--- src/rtl/msi_agg_pkg.sv ---
package msi_agg_pkg;
    parameter int unsigned MSI_GROUPS  = 8;
    parameter int unsigned MSI_GROUP_W = 32;

    function automatic logic [MSI_GROUPS-1:0] grp_onehot(input logic [$clog2(MSI_GROUPS)-1:0] sel);
        logic [MSI_GROUPS-1:0] v;
        v = '0;
        v[sel] = 1'b1;
        return v;
    endfunction
endpackage

--- src/rtl/msi_index_decode.sv ---
module msi_index_decode #(
    parameter int unsigned NUM_GROUPS = 8,
    parameter int unsigned GROUP_W    = 32,
    localparam int unsigned SEL_W     = $clog2(NUM_GROUPS),
    localparam int unsigned BIT_W     = $clog2(GROUP_W),
    localparam int unsigned IDX_W     = SEL_W + BIT_W
) (
    input  logic                                  msg_valid,
    input  logic [IDX_W-1:0]                      msg_idx,
    input  logic [NUM_GROUPS-1:0]                 grp_enable,
    output logic [NUM_GROUPS-1:0][GROUP_W-1:0]    set_bits
);
    logic [SEL_W-1:0] grp_sel;
    logic [BIT_W-1:0] bit_sel;

    assign grp_sel = msg_idx[IDX_W-1:BIT_W];
    assign bit_sel = msg_idx[BIT_W-1:0];

    always_comb begin
        set_bits = '0;
        if (msg_valid && grp_enable[grp_sel]) begin
            set_bits[grp_sel][bit_sel] = 1'b1;
        end
    end
endmodule

--- src/rtl/msi_group.sv ---
module msi_group #(
    parameter int unsigned GROUP_W = 32
) (
    input  logic               clk,
    input  logic               rst_n,
    input  logic [GROUP_W-1:0] set_bits,
    input  logic               clr,
    output logic [GROUP_W-1:0] pend,
    output logic               pulse
);
    typedef struct packed {
        logic [GROUP_W-1:0] pending;
        logic               pulse;
    } grp_state_t;

    grp_state_t state_d, state_q;
    logic [GROUP_W-1:0] keep_d;
    logic [GROUP_W-1:0] fresh_d;

    always_comb begin
        state_d         = state_q;
        keep_d          = clr ? '0 : state_q.pending;
        fresh_d         = set_bits & ~keep_d;
        state_d.pending = keep_d | set_bits;
        state_d.pulse   = |fresh_d;
    end

    always_ff @(posedge clk or negedge rst_n) begin
        if (!rst_n) begin
            state_q <= '0;
        end else begin
            state_q <= state_d;
        end
    end

    assign pend  = state_q.pending;
    assign pulse = state_q.pulse;
endmodule

--- src/rtl/msi_aggregator.sv ---
module msi_aggregator
    import msi_agg_pkg::*;
#(
    parameter int unsigned NUM_GROUPS = MSI_GROUPS,
    parameter int unsigned GROUP_W    = MSI_GROUP_W,
    localparam int unsigned SEL_W     = $clog2(NUM_GROUPS),
    localparam int unsigned BIT_W     = $clog2(GROUP_W),
    localparam int unsigned IDX_W     = SEL_W + BIT_W
) (
    input  logic                  clk,
    input  logic                  rst_n,
    input  logic                  msg_valid,
    input  logic [IDX_W-1:0]      msg_idx,
    input  logic                  rd_valid,
    input  logic [SEL_W-1:0]      rd_sel,
    output logic [GROUP_W-1:0]    rd_data,
    input  logic [NUM_GROUPS-1:0] grp_enable,
    output logic [NUM_GROUPS-1:0] irq_out
);
    logic [NUM_GROUPS-1:0][GROUP_W-1:0] set_bits;
    logic [NUM_GROUPS-1:0][GROUP_W-1:0] pend_bank;
    logic [NUM_GROUPS-1:0]              clr_vec;
    logic [NUM_GROUPS-1:0]              pulse_vec;
    logic [NUM_GROUPS*GROUP_W-1:0]      pend_flat;

    msi_index_decode #(
        .NUM_GROUPS (NUM_GROUPS),
        .GROUP_W    (GROUP_W)
    ) u_decode (
        .msg_valid  (msg_valid),
        .msg_idx    (msg_idx),
        .grp_enable (grp_enable),
        .set_bits   (set_bits)
    );

    assign clr_vec = rd_valid ? grp_onehot(rd_sel) : '0;

    for (genvar g = 0; g < NUM_GROUPS; g++) begin : g_grp
        msi_group #(
            .GROUP_W (GROUP_W)
        ) u_group (
            .clk      (clk),
            .rst_n    (rst_n),
            .set_bits (set_bits[g]),
            .clr      (clr_vec[g]),
            .pend     (pend_bank[g]),
            .pulse    (pulse_vec[g])
        );
        assign pend_flat[g*GROUP_W +: GROUP_W] = pend_bank[g];
    end

    assign rd_data = rd_valid ? pend_bank[rd_sel] : '0;
    assign irq_out = pulse_vec & grp_enable;
endmodule

--- config.mk ---
export PLATFORM = sky130hd
export DESIGN_NAME = msi_aggregator
export DESIGN_NICKNAME = d
export VERILOG_FILES = /design/src/rtl/msi_agg_pkg.sv /design/src/rtl/msi_index_decode.sv /design/src/rtl/msi_group.sv /design/src/rtl/msi_aggregator.sv
export SDC_FILE = /design/constraint.sdc
export NUM_CORES = 1
export LEC_CHECK = 0
export BUFFER_PORTS_ARGS = -buffer_cell sky130_fd_sc_hd__clkbuf_2
export CAP_MARGIN = 20
export CORE_ASPECT_RATIO = 2
export CORE_MARGIN = 10
export CORE_UTILIZATION = 40
export CTS_CLUSTER_SIZE = 40
export DETAILED_ROUTE_END_ITERATION = 10
export PLACE_DENSITY = 0.61
export SYNTH_ARGS = -nofsm -noshare
export SYNTH_HDL_FRONTEND = slang
export SYNTH_SLANG_ARGS = --single-unit
--- constraint.sdc ---
create_clock -name clk -period 4.45 [get_ports clk]
set_clock_uncertainty 0.05 [all_clocks]
set_input_delay 1.335 -clock clk [delete_from_list [all_inputs] [get_ports clk]]
set_output_delay 1.335 -clock clk [all_outputs]
set_load 0.02 [all_outputs]
==> results.json <==
{
  "slew_violations": 0,
  "max_freq_mhz": 226,
  "wl_per_cell_um": 33.6,
  "yosys_warnings": 0,
  "nets": 1466,
  "rsz0062_at_grt": "no",
  "whs_path_depth": 2,
  "critPathLaunchType": "primary input",
  "holdPathEnd": "g_grp[1].u_group.pend[8]$_DFF_PN0_",
  "cp_slowest_cell": "mux4_2",
  "relSlewSlack_pct": 23.6,
  "peakVddDrop_mv": 0.239,
  "die_h_um": 282,
  "drt_first_pass_iters": 5,
  "critPathKind": "in2out",
  "cts_hold_buffers": 0,
  "grt_max_degree": 93,
  "leakagePower_nw": 6.65,
  "antenna_found_initial": 2,
  "cts_buffers": 25,
  "finalCritPeriodShare_pct": 99.3,
  "synthTopCellsByArea": "dfrtp_1, mux4_2, o21ai_0, nand2_1, a211oi_1",
  "dpl.hpwl_mm": 45.4,
  "fin_ws_ns": 0.0313,
  "synth_area_um2": 13800,
  "antenna_left": 0,
  "clockBufferDepth": 3,
  "die_w_um": 151,
  "drive_gt1_share_pct": 19.9,
  "root_buffer": "clkbuf_16",
  "grt_use_total_pct": 30.1,
  "critPathArrivalTime_ns": 3.03,
  "r2r-start": "g_grp[6].u_group.pend[27]$_DFF_PN0_",
  "hold_viol_final": 0,
  "crit_required_ns": 3.06,
  "reg2reg_to": "g_grp[6].u_group.pulse$_DFF_PN0_",
  "synth_edf_count": 0,
  "crit_family": "multiplexers",
  "final.setup.tns_ns": 0,
  "ys_seq_area_share_pct": 47.9,
  "cp_max_fo": 18,
  "fin_crit_ns": 4.42,
  "r2r_setup_slack_ns": 2.12,
  "power_per_cell_area_nw_per_um2": 327,
  "drv_cap": 0,
  "die_area_um2": 42700,
  "drtIter0Drc": 1363,
  "syn_inst": 1375,
  "dp_worst_setup_slack_ns": -0.0220,
  "avgSynthCellArea_um2": 10.0,
  "pin_count": 63,
  "area_growth_pct": 15.3,
  "r2r_cells": 6,
  "dpl_cell_area_um2": 15100,
  "vias": 12709,
  "yosys.cell_types.count": 45,
  "holdWs_ns": 0.457,
  "multi_input_area_um2": 6570,
  "syn-num-nets": 1398,
  "viasPerCell": 6.68,
  "p_total_mw": 5.19,
  "grt-ovfl-total": 0,
  "synth_ff_type": "dfrtp_1",
  "cp_num_buf_inv": 3,
  "cpPeakStageDelay_ns": 0.53,
  "min_path_type": "reg2reg",
  "crit_chain": "buf_4 > buf_12 > mux4_2 > mux2i_2 > nor2b_1 > clkbuf_2",
  "drt_wl_total_mm": 63.9,
  "cts_sinks": 264,
  "tightest_slew_ns": 1.12,
  "htreeDepth": 1,
  "worstSkewPairLatency_ns": 0.56,
  "hp-start": "g_grp[1].u_group.pend[8]$_DFF_PN0_",
  "portBuffers": 62,
  "grt_pass1_wl_mm": 92.5,
  "ys_ff_latch": 264,
  "yosys.area.top_type": "dfrtp_1",
  "drcViolationCount": 0,
  "grt_pass1_vias": 12750,
  "start_util_pct": 40.2,
  "rows": 96,
  "async_flop_share_pct": 100,
  "clk_pin_slew_ns": 0.07,
  "cts_tree": "done",
  "place_congestion": 1.02,
  "end_kind": "primary output",
  "nFillCells": 3268,
  "postLayoutCellArea_um2": 15900,
  "status": "finished, final reports clean",
  "setup_viol": 0,
  "core_area_um2": 34200,
  "regArea_um2": 6610,
  "synth_top_area_share_pct": 47.9
}
==> worst max path at each step <==
stage	from	endpoint	slack [ns]	cells after the start
global route	rd_sel[0]	rd_data[6]	0.02	6
floorplan	rd_sel[2]	rd_data[10]	0.30	6
finish	rd_sel[0]	rd_data[6]	0.03	6
global placement	rd_sel[0]	rd_data[6]	0.003	6
detailed placement	rd_sel[0]	rd_data[6]	-0.02	6
CTS	rd_sel[0]	rd_data[6]	0.05	6
==> where the power goes <==
part / switching (mW) / leakage (nW) / internal, mW / total [mW]
combinational: 0.380 / 2.59 / 0.186 / 0.566
clock: 0.998 / 0.384 / 1.14 / 2.14
sequential: 0.0382 / 3.68 / 2.44 / 2.48
==> layer usage <==
| layer | track usage [%] | routed length [um] |
|---|---|---|
| met2 | 49.6 | 31100 |
| met4 | 24.9 | 6510 |
| met1 | 33.3 | 21800 |
| met5 | 0 | 17 |
| met3 | 4.71 | 4460 |
==> kinds of logic (layout without fill, tap and decap cells) <==
kind of cell,Yosys count,count (layout),share of synthesized area [%]
simple gates,439,439,14.7
compound gates,440,440,19.7
other cells,0,2,0
buf+inv,133,217,4.50
mux,99,99,13.1
flops,264,264,47.9
==> Yosys cell counts (2+ instances only) <==
cell and count:
a2111oi_0 28, a211oi_1 84, a22oi_1 47, a32oi_1 9, and2_1 8, and3_1 2
and3b_1 2, buf_1 6, buf_2 40, buf_4 9, buf_6 5, clkbuf_1 66
dfrtp_1 264, inv_1 7, mux2_2 2, mux2i_1 32, mux4_2 65, nand2_1 282
nand2b_1 4, nand3_1 5, nand3b_1 4, nand4_1 25, nand4b_2 2, nand4bb_1 3
nor2_1 28, nor2b_1 36, nor3_1 10, nor4_1 2, o2111ai_1 2, o21ai_0 256
o22ai_1 3, o31a_1 7, or2_2 9, or3_1 8, or3b_1 3
==> sequential cells by signal, summed over array words and instances (netlist names) <==
| register | cells |
|---|---|
| g_grp.u_group.pend | 256 |
| g_grp.u_group.pulse | 8 |
==> worst register-to-register path, stage by stage (launching register included) <==
cell and delay [ns]:
dfrtp_1 0.37, a211oi_1 0.09, a2111oi_1 0.92, buf_4 0.27, nand4_1 0.09, buf_4 0.19
o31a_1 0.24
==> per-stage QoR <==
stage                     instances  utilization (%)
final                          1902             46.4
after global routing           1900             46.4
after CTS                      1899             46.3
after detailed placement       1856             44.0
after global placement         1856             44.0
after floorplan                1375                -
==> cells in the final DEF, fill, tap and decap left out, drive strengths merged, types with 25 or more instances in the layout <==
cell type	instances
a2111oi	28
mux4	65
buf	108
nor2b	36
a22oi	47
nand4	25
clkbuf	90
nand2	282
a211oi	84
dfrtp	264
o21ai	256
nor2	28
mux2i	32
==> layout make-up <==
class                           instances  share of cell area, %
Clock buffer                           31                   4.27
Tap cell                              441                   3.47
Sequential cell                       264                   41.6
Multi-Input combinational cell        978                   41.4
Inverter                                7                  0.165
Clock inverter                         12                  0.638
Antenna cell                            2                 0.0315
Timing Repair Buffer                  167                   8.47
==> timing repair <==
| item | in CTS | in global routing |
|---|---|---|
| endpoints found under the setup margin | 1 | 0 |
| buffers inserted | 0 | 0 |
| gates resized for setup | 1 | 0 |
Note: power is estimated with default switching activity, not from simulation.
